[src/rtl/ipr_pkg.sv]
package ipr_pkg;

    typedef enum logic [1:0] {
        SEL_CTRL   = 2'd0,
        SEL_THRESH = 2'd1,
        SEL_CLAIM  = 2'd2,
        SEL_RETIRE = 2'd3
    } reg_sel_e;

    typedef enum logic {
        ST_IDLE    = 1'b0,
        ST_SERVING = 1'b1
    } svc_state_e;

endpackage

[src/rtl/ipr_regs.sv]
module ipr_regs #(
    parameter int PRIO_W = 8
) (
    input  logic              clk,
    input  logic              rst_n,
    input  logic              wr_ctrl,
    input  logic              wr_thresh,
    input  logic              en_bit,
    input  logic [PRIO_W-1:0] thresh_val,
    output logic              enable,
    output logic [PRIO_W-1:0] thresh
);

    always_ff @(posedge clk) begin
        if (!rst_n) begin
            enable <= 1'b0;
            thresh <= '0;
        end else begin
            if (wr_ctrl)   enable <= en_bit;
            if (wr_thresh) thresh <= thresh_val;
        end
    end

endmodule

[src/rtl/ipr_qual.sv]
module ipr_qual #(
    parameter int ID_W   = 10,
    parameter int PRIO_W = 8
) (
    input  logic              cand_valid,
    input  logic [ID_W-1:0]   cand_id,
    input  logic [PRIO_W-1:0] cand_prio,
    input  logic              enable,
    input  logic [PRIO_W-1:0] thresh,
    input  logic              idle,
    output logic              eligible
);

    localparam logic [ID_W-1:0] SPURIOUS  = {ID_W{1'b1}};
    localparam logic [ID_W-1:0] RSV_FIRST = SPURIOUS - ID_W'(3);

    logic id_ok;
    logic prio_ok;

    always_comb begin
        id_ok    = (cand_id < RSV_FIRST);
        prio_ok  = (cand_prio < thresh);
        eligible = cand_valid && enable && idle && id_ok && prio_ok;
    end

endmodule

[src/rtl/ipr_fsm.sv]
module ipr_fsm
    import ipr_pkg::*;
#(
    parameter int ID_W = 10
) (
    input  logic            clk,
    input  logic            rst_n,
    input  logic            take,
    input  logic [ID_W-1:0] take_id,
    input  logic            retire_wr,
    input  logic [ID_W-1:0] retire_id,
    output logic            idle,
    output logic            done,
    output logic [ID_W-1:0] done_id
);

    svc_state_e      state_q, state_d;
    logic [ID_W-1:0] svc_id_q, svc_id_d;
    logic            id_match;

    always_comb begin
        id_match = (retire_id == svc_id_q);
        state_d  = state_q;
        svc_id_d = svc_id_q;
        unique case (state_q)
            ST_IDLE: begin
                if (take) begin
                    state_d  = ST_SERVING;
                    svc_id_d = take_id;
                end
            end
            ST_SERVING: begin
                if (retire_wr && id_match) begin
                    state_d = ST_IDLE;
                end
            end
            default: state_d = ST_IDLE;
        endcase
    end

    always_ff @(posedge clk) begin
        if (!rst_n) begin
            state_q  <= ST_IDLE;
            svc_id_q <= '0;
        end else begin
            state_q  <= state_d;
            svc_id_q <= svc_id_d;
        end
    end

    always_comb begin
        idle    = (state_q == ST_IDLE);
        done    = (state_q == ST_SERVING) && retire_wr && id_match;
        done_id = svc_id_q;
    end

    assert_take_latches_R6: assert property (@(posedge clk) disable iff (!rst_n)
        take |=> (state_q == ST_SERVING) && (svc_id_q == $past(take_id)));

    assert_stray_ignored_R8: assert property (@(posedge clk) disable iff (!rst_n)
        (state_q == ST_SERVING && retire_wr && retire_id != svc_id_q)
        |=> (state_q == ST_SERVING) && $stable(svc_id_q));

    assert_retire_idles_R7: assert property (@(posedge clk) disable iff (!rst_n)
        done |=> (state_q == ST_IDLE));

endmodule

[src/rtl/ipr_ack_if.sv]
module ipr_ack_if
    import ipr_pkg::*;
#(
    parameter int ID_W   = 10,
    parameter int PRIO_W = 8,
    parameter int DATA_W = 32
) (
    input  logic              clk,
    input  logic              rst_n,
    input  logic              cand_valid,
    input  logic [ID_W-1:0]   cand_id,
    input  logic [PRIO_W-1:0] cand_prio,
    input  logic              reg_wr,
    input  logic              reg_rd,
    input  logic [1:0]        reg_sel,
    input  logic [DATA_W-1:0] reg_wdata,
    output logic [DATA_W-1:0] reg_rdata,
    output logic              irq_req,
    output logic              claim_valid,
    output logic [ID_W-1:0]   claim_id,
    output logic              done_valid,
    output logic [ID_W-1:0]   done_id
);

    localparam logic [ID_W-1:0] SPURIOUS  = {ID_W{1'b1}};
    localparam logic [ID_W-1:0] RSV_FIRST = SPURIOUS - ID_W'(3);

    reg_sel_e          sel;
    logic              enable;
    logic [PRIO_W-1:0] thresh;
    logic              idle;
    logic              eligible;
    logic              claim_rd;
    logic [DATA_W-1:0] rd_mux;

    always_comb begin
        sel         = reg_sel_e'(reg_sel);
        claim_rd    = reg_rd && (sel == SEL_CLAIM);
        claim_valid = claim_rd && eligible;
        claim_id    = cand_id;
        irq_req     = eligible;
    end

    ipr_regs #(.PRIO_W(PRIO_W)) u_regs (
        .clk        (clk),
        .rst_n      (rst_n),
        .wr_ctrl    (reg_wr && sel == SEL_CTRL),
        .wr_thresh  (reg_wr && sel == SEL_THRESH),
        .en_bit     (reg_wdata[0]),
        .thresh_val (reg_wdata[PRIO_W-1:0]),
        .enable     (enable),
        .thresh     (thresh)
    );

    ipr_qual #(.ID_W(ID_W), .PRIO_W(PRIO_W)) u_qual (
        .cand_valid (cand_valid),
        .cand_id    (cand_id),
        .cand_prio  (cand_prio),
        .enable     (enable),
        .thresh     (thresh),
        .idle       (idle),
        .eligible   (eligible)
    );

    ipr_fsm #(.ID_W(ID_W)) u_fsm (
        .clk       (clk),
        .rst_n     (rst_n),
        .take      (claim_valid),
        .take_id   (cand_id),
        .retire_wr (reg_wr && sel == SEL_RETIRE),
        .retire_id (reg_wdata[ID_W-1:0]),
        .idle      (idle),
        .done      (done_valid),
        .done_id   (done_id)
    );

    always_comb begin
        rd_mux = '0;
        unique case (sel)
            SEL_CTRL:   rd_mux[0] = enable;
            SEL_THRESH: rd_mux[PRIO_W-1:0] = thresh;
            SEL_CLAIM:  rd_mux[ID_W-1:0] = eligible ? cand_id : SPURIOUS;
            SEL_RETIRE: rd_mux = '0;
            default:    rd_mux = '0;
        endcase
    end

    always_ff @(posedge clk) begin
        if (!rst_n) reg_rdata <= '0;
        else if (reg_rd) reg_rdata <= rd_mux;
    end

    assert_irq_needs_enable_R2: assert property (@(posedge clk) disable iff (!rst_n)
        irq_req |-> enable);

    assert_irq_below_thresh_R3: assert property (@(posedge clk) disable iff (!rst_n)
        irq_req |-> (cand_prio < thresh));

    assert_reserved_never_R9: assert property (@(posedge clk) disable iff (!rst_n)
        irq_req |-> (cand_id < RSV_FIRST));

    assert_claim_data_R4: assert property (@(posedge clk) disable iff (!rst_n)
        claim_valid |=> (reg_rdata == DATA_W'($past(claim_id))));

    assert_empty_claim_spurious_R5: assert property (@(posedge clk) disable iff (!rst_n)
        (claim_rd && !claim_valid) |=> (reg_rdata == DATA_W'(SPURIOUS)));

    assert_claim_drops_irq_R6: assert property (@(posedge clk) disable iff (!rst_n)
        claim_valid |=> !irq_req);

endmodule

[config.mk]
export PLATFORM = sky130hd
export DESIGN_NAME = ipr_ack_if
export DESIGN_NICKNAME = d
export VERILOG_FILES = /design/src/rtl/ipr_pkg.sv /design/src/rtl/ipr_regs.sv /design/src/rtl/ipr_qual.sv /design/src/rtl/ipr_fsm.sv /design/src/rtl/ipr_ack_if.sv
export SDC_FILE = /design/constraint.sdc
export NUM_CORES = 1
export LEC_CHECK = 0
export BUFFER_PORTS_ARGS = -buffer_cell sky130_fd_sc_hd__buf_2
export CAP_MARGIN = 20
export CELL_PAD_IN_SITES_DETAIL_PLACEMENT = 1
export CELL_PAD_IN_SITES_GLOBAL_PLACEMENT = 2
export CORE_MARGIN = 3
export CORE_UTILIZATION = 24
export DETAILED_ROUTE_END_ITERATION = 7
export GPL_ROUTABILITY_DRIVEN = 0
export GPL_TIMING_DRIVEN = 0
export MAX_ROUTING_LAYER = met4
export PLACE_DENSITY_LB_ADDON = 0.1
export SKIP_LAST_GASP = 1
export SLEW_MARGIN = 5
export SYNTH_ARGS = -nofsm -noshare
export SYNTH_HDL_FRONTEND = slang
export SYNTH_SLANG_ARGS = --single-unit
[constraint.sdc]
create_clock -name clk -period 3.2 [get_ports clk]
set_input_delay 0.64 -clock clk [delete_from_list [all_inputs] [get_ports clk]]
set_output_delay 0.64 -clock clk [all_outputs]
set_load 0.01 [all_outputs]
==> flow_metrics.py <==
metrics = {
    "status": {
        "status": "completed",
    },
    "power": {
        "power_density_mw_per_mm2": 349.5,
        "p_total_uw": 888.9,
        "p_leak_nw": 1.224,
        "ir_drop_uv": 119.8,
    },
    "place": {
        "dp_hpwl_um": 5389,
        "place_ws_ns": 0.3468,
        "placed_cells": 436,
        "placed_cell_area_mm2": 0.002452,
        "place.port_buffers": 66,
    },
    "route": {
        "dr.pass1.iters": 4,
        "viasPerCell": 4.450,
        "drc_errors": 0,
        "routed_wl_um": 6705,
        "num_vias": 1976,
        "drt_iter0_markers": 55,
        "final_antenna_net_count": 0,
        "routedWlPerCell_um": 15.10,
    },
    "clock_tree": {
        "cts_tree": "built",
        "clk_latency_ns": 0.29,
        "cts_buffer_depth": 2,
        "clock-sinks": 30,
        "cts_hold_buf": 0,
        "clk_pin_slew_worst_paths_ns": 0.07,
        "cts_buffers": 5,
        "root_buffer": "clkbuf_8",
        "cts_setup_buffers": 0,
        "htreeDepth": 2,
        "post_cts_resized": 0,
    },
    "grt": {
        "grt_use_met1_pct": 20.75,
        "met2_usage_pct": 24.26,
        "grt-ovfl-total": 0,
        "antenna_found_initial": 0,
        "grt_pass1_vias": 1993,
        "grt_max_degree": 11,
        "grt_util_all_layers_pct": 15.90,
        "grt_first_pass_wirelength_um": 10450,
        "busiest_layer": "met2",
        "use_met3_pct": 4.262,
    },
    "floorplanning": {
        "io_pins": 112,
        "start_util_pct": 25.64,
        "die_x_um": 95.43,
        "die-area_mm2": 0.009106,
        "core_area_mm2": 0.007486,
        "std_cell_rows": 31,
        "die_h_um": 95.43,
    },
    "setup_path": {
        "crit_top_cell": "buf_2",
        "r2r-start": "u_regs.thresh[1]",
        "critPathTopFamily": "simple AND/OR/NAND/NOR gates",
        "worst-path-max-fanout": 10,
        "crit_chain": "buf_2 -> ha_1 -> a211oi_1 -> nor2_1 -> or3b_1 -> buf_2 -> nor2_1 -> buf_2",
        "ff2ff_path_depth": 8,
        "critPathBufInv": 3,
        "cp_slowest_cell": "or3b_1",
        "criticalPathCategory": "input pin to output port",
        "startpoint_type": "input pin",
        "regToRegSetupSlack_ns": 1.12,
        "r2r-end": "u_fsm.done_id[5]",
        "worst_ep_arrival_time_ns": 2.20,
        "slowest_delay_ns": 0.40,
        "crit_path_end_kind": "output port",
        "cp.required_ns": 2.56,
    },
    "final_layout": {
        "drive_above_1_share_pct": 32.17,
        "final_cells": 444,
        "diodes": 0,
        "final_area_mm2": 0.002544,
        "nets": 413,
        "area_growth_pct": 32.53,
        "fin_util_pct": 33.98,
        "n_fill_cell": 972,
    },
    "synth": {
        "ys_ff_latch": 30,
        "yosysWarningCount": 0,
        "synthesis.area_mm2": 0.001919,
        "yosysTopAreaCell": "dfxtp_1",
        "synth_cell_types": 33,
        "synth_top_area_share_pct": 31.29,
        "synthCells": 250,
        "synth_seq_area_share_pct": 31.29,
        "synth.area.top_cells": "dfxtp_1, buf_4, ha_1",
        "avgSynthCellArea_um2": 7.677,
    },
    "min_path": {
        "min_to": "u_regs.thresh[7]",
        "hold_class": "register to register",
        "min-delay-start": "u_regs.thresh[7]",
        "hold_depth": 2,
    },
    "timing": {
        "fin_skew_ns": 0.005997,
        "slew_headroom_pct": 63.64,
        "slew_violations": 0,
        "fmax_mhz": 351.7,
        "period_needed_ns": 2.843,
        "finalSetupViolations": 0,
        "whs_ns": 0.4832,
        "rsz0062_at_grt": "false",
        "finalHoldViolations": 0,
        "timing.final.ws_setup_ns": 0.3569,
        "final.setup.tns_ns": 0,
        "period_share_pct": 88.85,
        "tightestPinTransition_ns": 0.5409,
    },
    "job": {
        "drv_cap": 0,
    },
}
worst register-to-register path: cells and delay by family (launching register included):
kind / cells / cell delay (ns)
and+or+nand+nor: 2 / 0.23
buffers and inverters: 2 / 0.37
adders and majority gates: 1 / 0.26
AOI/OAI and AO/OA: 3 / 0.78
DFF: 1 / 0.36
layer usage:
metal / wire length (µm) / vias to the layer above
met5: 0 / -
met4: 122 / 0
met2: 3138 / 54
met1: 3081 / 911
met3: 362 / 14
li1: - / 997
cell type report:
class | instances | area (µm²) | share of cell area [%]
buffer | 46 | 301.5 | 11.85
clock buffer | 7 | 86.33 | 3.394
clock inverter | 1 | 5.005 | 0.1968
inverter | 17 | 63.81 | 2.509
multi-input combinational | 178 | 1032 | 40.58
sequential | 30 | 600.6 | 23.61
tap | 99 | 123.9 | 4.870
timing repair buffer | 66 | 330.3 | 12.99
kinds of logic after synthesis:
family / share of synthesized area [%]
simple gates: 19.56
buf+inv: 19.04
compound gates: 17.54
flops: 31.29
fa+ha+maj: 7.822
xor+xnor: 4.563
other cells: 0.1954
synthesized netlist by cell type (all sizes together):
cell type  count
buf           37
dfxtp         30
nand2         28
a21oi         23
inv           17
o21ai         17
nand4         13
ha            12
nand3         10
nor2          10
xor2          10
clkbuf         9
a22oi          7
o22ai          7
nor4           3
nor2b          2
a211oi         1
a31oi          1
a41o           1
and2           1
and3           1
and4bb         1
conb           1
nand2b         1
nor3           1
nor3b          1
o31a           1
o31ai          1
or2            1
or3            1
or3b           1
power by group:
group / switching, mW / leakage [nW] / internal [mW]
combinational: 0.0966 / 0.932 / 0.0745
sequential: 0.00627 / 0.243 / 0.383
clock: 0.155 / 0.0482 / 0.173
total: 0.258 / 1.22 / 0.631
state kept, by name, indices dropped and copies added, names as in the netlist:
name and flops:
reg_rdata 10, u_fsm.done_id 10, u_regs.thresh 8, u_fsm.state_q 1
u_regs.enable 1
worst max-delay path by stage:
stage               cells after the start              from           to  slack, ns
finish                                  8      cand_prio[5]  claim_valid       0.36
global route                            8      cand_prio[7]  claim_valid       0.20
CTS                                     8  u_regs.thresh[5]  claim_valid       0.33
detailed placement                      8      cand_prio[7]  claim_valid       0.35
global placement                        8      cand_prio[7]  claim_valid       0.34
floorplan                               6      cand_prio[5]  claim_valid       0.66
cells in the final DEF (no fill, tap or decap):
master / count
clkbuf_8: 6
o31a_1: 1
nand2_1: 28
nand2b_1: 1
nand3_1: 10
and3_1: 1
and2_1: 1
inv_1: 17
nor3_1: 1
nor4_1: 3
a22oi_1: 7
a211oi_1: 1
nor2b_1: 2
buf_2: 70
buf_4: 33
o21ai_1: 2
nor3b_2: 1
clkbuf_1: 10
ha_1: 12
nor2_1: 10
conb_1: 22
o22ai_1: 7
nand4_1: 13
o21ai_0: 15
dfxtp_1: 30
a21oi_1: 23
or3b_1: 1
a41o_1: 1
a31oi_1: 1
or3_1: 1
clkinv_2: 1
o31ai_1: 1
and4bb_1: 1
or2_1: 1
xor2_1: 10
No activity file was read; power rests on OpenSTA's default activity.
